--- config.mk ---
export PLATFORM = sky130hd
export DESIGN_NAME = irq_entry_seq
export DESIGN_NICKNAME = d
export VERILOG_FILES = /design/src/rtl/irq_seq_pkg.sv /design/src/rtl/irq_prio_stack.sv /design/src/rtl/irq_save_beats.sv /design/src/rtl/irq_entry_seq.sv
export SDC_FILE = /design/constraint.sdc
export NUM_CORES = 1
export LEC_CHECK = 0
export BUFFER_PORTS_ARGS = -buffer_cell sky130_fd_sc_hd__clkbuf_2
export CAP_MARGIN = 20
export CORE_AREA = 2 2 339 341
export CTS_CLUSTER_DIAMETER = 200
export DETAILED_ROUTE_END_ITERATION = 8
export DIE_AREA = 0 0 341 343
export PLACE_DENSITY = 0.4
export SYNTH_ARGS = -nofsm -noshare
export SYNTH_HDL_FRONTEND = slang
export SYNTH_HIERARCHICAL = 1
export SYNTH_SLANG_ARGS = --single-unit
--- constraint.sdc ---
create_clock -name clk -period 6.1 [get_ports clk]
set_input_delay 0.61 -clock clk [delete_from_list [all_inputs] [get_ports clk]]
set_output_delay 0.61 -clock clk [all_outputs]
set_load 0.1 [all_outputs]
--- src/rtl/irq_seq_pkg.sv ---
package irq_seq_pkg;
  typedef enum logic [2:0] {
    S_IDLE,
    S_PRI,
    S_SWITCH,
    S_SAVE,
    S_ACK,
    S_VREQ,
    S_VRSP
  } seq_state_e;
endpackage

--- src/rtl/irq_prio_stack.sv ---
module irq_prio_stack #(
  parameter int PRIO_W   = 8,
  parameter int MAX_NEST = 8,
  parameter int DEPTH_W  = $clog2(MAX_NEST + 1)
) (
  input  logic               clk,
  input  logic               rst_n,
  input  logic               push,
  input  logic               pop,
  input  logic [PRIO_W-1:0]  push_prio,
  output logic [PRIO_W-1:0]  cur_prio,
  output logic [DEPTH_W-1:0] depth,
  output logic               full,
  output logic               empty
);
  localparam int IDX_W = (MAX_NEST > 1) ? $clog2(MAX_NEST) : 1;

  logic [PRIO_W-1:0]  saved [MAX_NEST];
  logic [DEPTH_W-1:0] depth_m1;
  logic [IDX_W-1:0]   wr_idx;
  logic [IDX_W-1:0]   rd_idx;

  assign full     = (depth == DEPTH_W'(MAX_NEST));
  assign empty    = (depth == '0);
  assign depth_m1 = depth - 1'b1;
  assign wr_idx   = depth[IDX_W-1:0];
  assign rd_idx   = depth_m1[IDX_W-1:0];

  // previous task priority goes onto the stack
  always_ff @(posedge clk) begin
    if (push && !full) saved[wr_idx] <= cur_prio;
  end

  always_ff @(posedge clk or negedge rst_n) begin
    if (!rst_n) begin
      cur_prio <= '0;
      depth    <= '0;
    end else if (push && !full) begin
      cur_prio <= push_prio;
      depth    <= depth + 1'b1;
    end else if (pop && !empty) begin
      cur_prio <= saved[rd_idx];
      depth    <= depth_m1;
    end
  end
endmodule

--- src/rtl/irq_save_beats.sv ---
module irq_save_beats #(
  parameter int ADDR_W     = 32,
  parameter int BEATS      = 4,
  parameter int BEAT_BYTES = 16
) (
  input  logic              clk,
  input  logic              rst_n,
  input  logic              start,
  input  logic [ADDR_W-1:0] base_addr,
  input  logic              advance,
  output logic [$clog2(BEATS)-1:0] beat_idx,
  output logic [ADDR_W-1:0] beat_addr,
  output logic              last
);
  localparam int BIDX_W = $clog2(BEATS);

  assign last = (beat_idx == BIDX_W'(BEATS - 1));

  always_ff @(posedge clk or negedge rst_n) begin
    if (!rst_n) begin
      beat_idx  <= '0;
      beat_addr <= '0;
    end else if (start) begin
      beat_idx  <= '0;
      beat_addr <= base_addr;
    end else if (advance) begin
      beat_idx  <= beat_idx + 1'b1;
      beat_addr <= beat_addr + ADDR_W'(BEAT_BYTES);
    end
  end
endmodule

--- src/rtl/irq_entry_seq.sv ---
module irq_entry_seq
  import irq_seq_pkg::*;
#(
  parameter int PRIO_W        = 8,
  parameter int ADDR_W        = 32,
  parameter int NREG          = 16,
  parameter int REG_W         = 32,
  parameter int BUS_W         = 128,
  parameter int INSTR_W       = 32,
  parameter int MAX_NEST      = 8,
  parameter int SHADOW_LEVELS = 2,
  parameter int SWITCH_CYC    = 2,
  parameter int ENTRY_SHIFT   = 5
) (
  input  logic                            clk,
  input  logic                            rst_n,
  input  logic                            irq_en,
  input  logic                            req_valid,
  input  logic [PRIO_W-1:0]               req_prio,
  input  logic                            ret_pulse,
  input  logic [ADDR_W-1:0]               ctx_ptr,
  input  logic [ADDR_W-1:0]               vec_base,
  input  logic [NREG*REG_W-1:0]           ctx_regs,
  output logic                            save_valid,
  input  logic                            save_ready,
  output logic [ADDR_W-1:0]               save_addr,
  output logic [BUS_W-1:0]                save_data,
  output logic                            ack,
  output logic                            fetch_valid,
  input  logic                            fetch_ready,
  output logic [ADDR_W-1:0]               fetch_addr,
  input  logic                            rsp_valid,
  input  logic [INSTR_W-1:0]              rsp_data,
  output logic                            isr_start,
  output logic [INSTR_W-1:0]              isr_word,
  output logic [PRIO_W-1:0]               cur_prio,
  output logic [$clog2(MAX_NEST+1)-1:0]   nest_depth
);
  localparam int DEPTH_W    = $clog2(MAX_NEST + 1);
  localparam int BEATS      = (NREG * REG_W) / BUS_W;
  localparam int BEAT_BYTES = BUS_W / 8;
  localparam int BIDX_W     = $clog2(BEATS);
  localparam int SW_W       = $clog2(SWITCH_CYC + 1);

  seq_state_e          state;
  logic [PRIO_W-1:0]   pend_prio;
  logic [ADDR_W-1:0]   vec_q;
  logic [SW_W-1:0]     sw_cnt;
  logic                win;
  logic                push;
  logic                pop;
  logic                deep;
  logic                full;
  logic                empty;
  logic [BIDX_W-1:0]   beat_idx;
  logic                beat_last;
  logic                beat_adv;
  logic [BUS_W-1:0]    slice [BEATS];

  // context slices, one per save beat
  for (genvar g = 0; g < BEATS; g++) begin : g_slice
    assign slice[g] = ctx_regs[g*BUS_W +: BUS_W];
  end

  assign win      = (pend_prio > cur_prio) && !full;
  assign push     = (state == S_PRI) && win;
  assign pop      = (state == S_IDLE) && ret_pulse && !empty;
  assign deep     = (nest_depth >= DEPTH_W'(SHADOW_LEVELS));
  assign beat_adv = (state == S_SAVE) && save_ready;

  irq_prio_stack #(
    .PRIO_W  (PRIO_W),
    .MAX_NEST(MAX_NEST),
    .DEPTH_W (DEPTH_W)
  ) u_stack (
    .clk      (clk),
    .rst_n    (rst_n),
    .push     (push),
    .pop      (pop),
    .push_prio(pend_prio),
    .cur_prio (cur_prio),
    .depth    (nest_depth),
    .full     (full),
    .empty    (empty)
  );

  irq_save_beats #(
    .ADDR_W    (ADDR_W),
    .BEATS     (BEATS),
    .BEAT_BYTES(BEAT_BYTES)
  ) u_beats (
    .clk      (clk),
    .rst_n    (rst_n),
    .start    (push),
    .base_addr(ctx_ptr),
    .advance  (beat_adv),
    .beat_idx (beat_idx),
    .beat_addr(save_addr),
    .last     (beat_last)
  );

  assign save_valid  = (state == S_SAVE);
  assign save_data   = slice[beat_idx];
  assign ack         = (state == S_ACK);
  assign fetch_valid = (state == S_VREQ);
  assign fetch_addr  = vec_q;

  always_ff @(posedge clk or negedge rst_n) begin
    if (!rst_n) begin
      state     <= S_IDLE;
      pend_prio <= '0;
      vec_q     <= '0;
      sw_cnt    <= '0;
      isr_start <= 1'b0;
      isr_word  <= '0;
    end else begin
      isr_start <= 1'b0;
      unique case (state)
        S_IDLE: begin
          if (irq_en && req_valid) begin
            pend_prio <= req_prio;
            state     <= S_PRI;
          end
        end
        S_PRI: begin
          if (win) begin
            vec_q  <= vec_base + (ADDR_W'(pend_prio) << ENTRY_SHIFT);
            sw_cnt <= '0;
            state  <= deep ? S_SAVE : S_SWITCH;
          end else begin
            state <= S_IDLE;
          end
        end
        S_SWITCH: begin
          sw_cnt <= sw_cnt + 1'b1;
          if (sw_cnt == SW_W'(SWITCH_CYC - 1)) state <= S_ACK;
        end
        S_SAVE: begin
          if (save_ready && beat_last) state <= S_ACK;
        end
        S_ACK: state <= S_VREQ;
        S_VREQ: begin
          if (fetch_ready) state <= S_VRSP;
        end
        S_VRSP: begin
          if (rsp_valid) begin
            isr_word  <= rsp_data;
            isr_start <= 1'b1;
            state     <= S_IDLE;
          end
        end
        default: state <= S_IDLE;
      endcase
    end
  end
endmodule

==> impl_metrics.env <==
export IMPL_crit_path_max_fanout=36
export IMPL_endpoint="u_stack/saved[5][4]$_DFFE_PP_"
export IMPL_ys_ff_latch=188
export IMPL_hold_buffers=0
export IMPL_dr_pass1_iters=5
export IMPL_clock_path_buffers=2
export IMPL_fin_skew_ns=0.01942
export IMPL_power_density_nw_per_um2=654.8
export IMPL_die_area_um2=117000
export IMPL_cts_buffers_inserted=17
export IMPL_htreeDepth=4
export IMPL_cts_sinks=188
export IMPL_synth_most_common_cell="nand2_1"
export IMPL_final_nets=2434
export IMPL_grt_usage=0.1707
export IMPL_gp_congestion=0.9458
export IMPL_ios=864
export IMPL_outcome="completed"
export IMPL_post_cts_buffers=0
export IMPL_crit_path_frequent_cell="nor2_1"
export IMPL_startpoint_type="register"
export IMPL_synth_top_area_frac=0.2588
export IMPL_antenna_found_initial=61
export IMPL_cts_resized=0
export IMPL_cp_startpoint="u_stack/depth[1]$_DFFE_PN0P_"
export IMPL_reg2reg_from="u_stack/depth[1]$_DFFE_PN0P_"
export IMPL_grt_pass1_wl_um=129000
export IMPL_rows=124
export IMPL_post_drt_wl_per_cell_um=31.14
export IMPL_synth_area_um2=12100
export IMPL_tritoncts="yes"
export IMPL_min_period_over_period=0.6590
export IMPL_grt_overflow_total=0
export IMPL_end_kind="register"
export IMPL_synth_cells=958
export IMPL_setup_viol=0
export IMPL_critPathArrivalTime_ns=4.15
export IMPL_io_buffers=863
export IMPL_critPathSlowestCell="nor2_1"
export IMPL_worstPathRequired_ns=6.23
export IMPL_cts_root_buf="clkbuf_16"
export IMPL_vias=12500
export IMPL_reg2regPathDepth=10
export IMPL_drt_iter0_markers=686
export IMPL_area_growth_pct=55.22
export IMPL_drtAntennaViolNets=0
export IMPL_start_util=0.1067
export IMPL_final_layout_size_suffix_gt1_frac=0.6008
export IMPL_finalPower_mw=12.30
export IMPL_drc=0
export IMPL_clkPwrFrac=0.096
export IMPL_rsz0062_at_grt="false"
export IMPL_yosysWarnings=6
export IMPL_period_minus_slack_ns=4.020
export IMPL_crit_chain="inv_1 > ha_1 > nand2_2 > nor2_1 > nor4b_2 > o21ai_1 > a21oi_2 > or2_4 > nand2_1 > nor2_1"
export IMPL_yosysSeqAreaShare=0.4153
export IMPL_reg2reg_to="u_stack/saved[5][4]$_DFFE_PP_"
export IMPL_dp_hpwl_um=92150
export IMPL_rrSetupSlack_ns=2.08
export IMPL_die_h_um=343
export IMPL_ir_worst_vdd_v=0.0004712
export IMPL_drv_slew=0
export IMPL_grt_max_degree=78
export IMPL_hold_path_class="in2async"
export IMPL_grt_pass1_vias=12630
export IMPL_ys_top_cells_by_count="nand2_1 (141), mux4_2 (139), dfrtp_1 (124)"
export IMPL_fmax_mhz=248.8
export IMPL_syn_num_nets=1604
export IMPL_path_clk_slew_ns=0.08
export IMPL_fp_coreArea_um2=113400
export IMPL_synth_area_per_cell_um2=12.63
export IMPL_net_switching_power_mw=8.169
export IMPL_die_x_um=341
export IMPL_async_flop_share=0.6596
export IMPL_p_int_mw=4.126
export IMPL_power_switching_fraction=0.6644
export IMPL_ys_top_cells_by_area="mux4_2 (26%), dfrtp_1 (26%), edfxtp_1 (16%)"
export IMPL_clk_latency_ns=0.50
export IMPL_setup_tns_ns=0
export IMPL_hold_viol=0
export IMPL_seq_power_share=0.190
export IMPL_synth_top_flop_cell="dfrtp_1"
export IMPL_synth_distinct_cells=76
export IMPL_worstSetupPathType="reg2reg"
export IMPL_leakage_nw=8.135
export IMPL_worstMarginPinSlew_ns=1.010
export IMPL_viasPerCell=3.756
export IMPL_synth_edff_count=64
export IMPL_synth_area_leader_cell="mux4_2"
export IMPL_max_slew_margin=0.3262
export IMPL_drv_cap=0
export IMPL_drt_total_wl_um=103600
export IMPL_p_comb_frac=0.715
export IMPL_slowest_delay_ns=0.70
-- power by group through the flow --
| stage | Sequential [mW] | Combinational, mW | Clock [mW] |
|---|---|---|---|
| floorplan | 4.36 | 4.55 | 0 |
| global placement | 2.37 | 8.91 | 0 |
| detailed placement | 2.38 | 8.88 | 0 |
| CTS | 2.36 | 8.91 | 1.23 |
| global route | 2.42 | 9.16 | 1.27 |
| finish | 2.33 | 8.79 | 1.18 |
-- sequential cells by signal, indices dropped and copies added, names as in the netlist --
name               cells
fetch_addr            32
isr_start              1
isr_word              32
pend_prio              8
state                  3
sw_cnt                 2
u_beats/beat_addr     32
u_beats/beat_idx       2
u_stack/cur_prio       8
u_stack/depth          4
u_stack/saved         64
-- area by class of cell --
| type | instances | area, um2 |
|---|---|---|
| antenna | 15 | 37.54 |
| clock buffer | 18 | 429.2 |
| clock inverter | 14 | 182.7 |
| fill | 12800 | 94640 |
| inverter | 26 | 97.59 |
| multi-input combinational | 676 | 6636 |
| sequential | 188 | 5032 |
| tap | 1512 | 1892 |
| timing repair buffer | 879 | 4471 |
-- metrics by stage --
stage / hold WS (ns) / utilization / instance area, um2 / worst slack (ns) / cells
after floorplan: 0.3144 / - / 12100 / 1.268 / 958
after global placement: 0.4582 / 0.1598 / 18130 / 2.100 / 3281
after detailed placement: 0.4608 / 0.1598 / 18130 / 2.099 / 3281
after CTS: 0.09306 / 0.1652 / 18740 / 2.077 / 3313
after global routing: 0.1359 / 0.1655 / 18770 / 1.628 / 3323
final: 0.1006 / 0.1656 / 18780 / 2.080 / 3328
-- cells by family after synthesis --
logic type	Yosys count	synth area share
flip-flops	188	0.4153
AO/OA/AOI/OAI	126	0.06805
multiplexers	175	0.2982
buffers and inverters	94	0.03630
XOR/XNOR	35	0.02689
AND/OR/NAND/NOR	318	0.1319
adder cells (fa/ha/maj)	22	0.02337
-- cells in the final DEF, fill, tap and decap left out, types with 6 or more instances in the layout --
| cell | synthesis | routed |
|---|---|---|
| nand2b_1 | 7 | 7 |
| mux2_2 | 11 | 11 |
| o21ai_0 | 33 | 33 |
| nor4_1 | 9 | 9 |
| nand4_1 | 16 | 16 |
| inv_1 | 25 | 25 |
| buf_4 | 3 | 14 |
| a31oi_1 | 24 | 24 |
| nand3_1 | 15 | 15 |
| o31ai_1 | 8 | 8 |
| clkbuf_2 | 0 | 862 |
| ha_1 | 21 | 21 |
| edfxtp_1 | 64 | 64 |
| or3_1 | 10 | 10 |
| o21ai_1 | 7 | 7 |
| nor3_1 | 27 | 27 |
| clkbuf_16 | 0 | 17 |
| mux4_2 | 139 | 139 |
| xor2_1 | 7 | 7 |
| nand2_1 | 141 | 141 |
| a221o_1 | 6 | 6 |
| dfrtp_1 | 124 | 122 |
| or4_1 | 10 | 10 |
| diode_2 | 0 | 15 |
| nor2_1 | 44 | 44 |
| xnor2_1 | 27 | 27 |
| a21oi_1 | 15 | 15 |
| mux2_1 | 17 | 17 |
-- worst min-delay path by stage --
stage,startpoint,endpoint,cells after the start
after detailed placement,isr_word[30]$_DFFE_PN0P_,isr_word[30]$_DFFE_PN0P_,2
after global routing,rst_n,fetch_addr[2]$_DFFE_PN0P_,1
after CTS,rst_n,isr_word[4]$_DFFE_PN0P_,1
after floorplan,rst_n,fetch_addr[0]$_DFFE_PN0P_,0
after global placement,isr_word[31]$_DFFE_PN0P_,isr_word[31]$_DFFE_PN0P_,2
final,rst_n,isr_word[4]$_DFFE_PN0P_,1
-- layer usage --
| layer | up-vias | track usage | routed length, um |
|---|---|---|---|
| li1 | 5434 | - | - |
| met1 | 6174 | 0.1833 | 37460 |
| met2 | 709 | 0.2804 | 49120 |
| met3 | 135 | 0.1057 | 14660 |
| met4 | 48 | 0.04093 | 1916 |
| met5 | - | 0.02324 | 483 |
-- worst max-delay path: cells and delay by family, from the launching register on --
| family | cells | cell delay (ns) |
|---|---|---|
| fa+ha+maj | 1 | 0.35 |
| buf+inv | 1 | 0.10 |
| simple gates | 6 | 1.96 |
| compound gates | 2 | 0.70 |
| flops | 1 | 0.53 |
No activity file was read; power rests on OpenSTA's default activity.
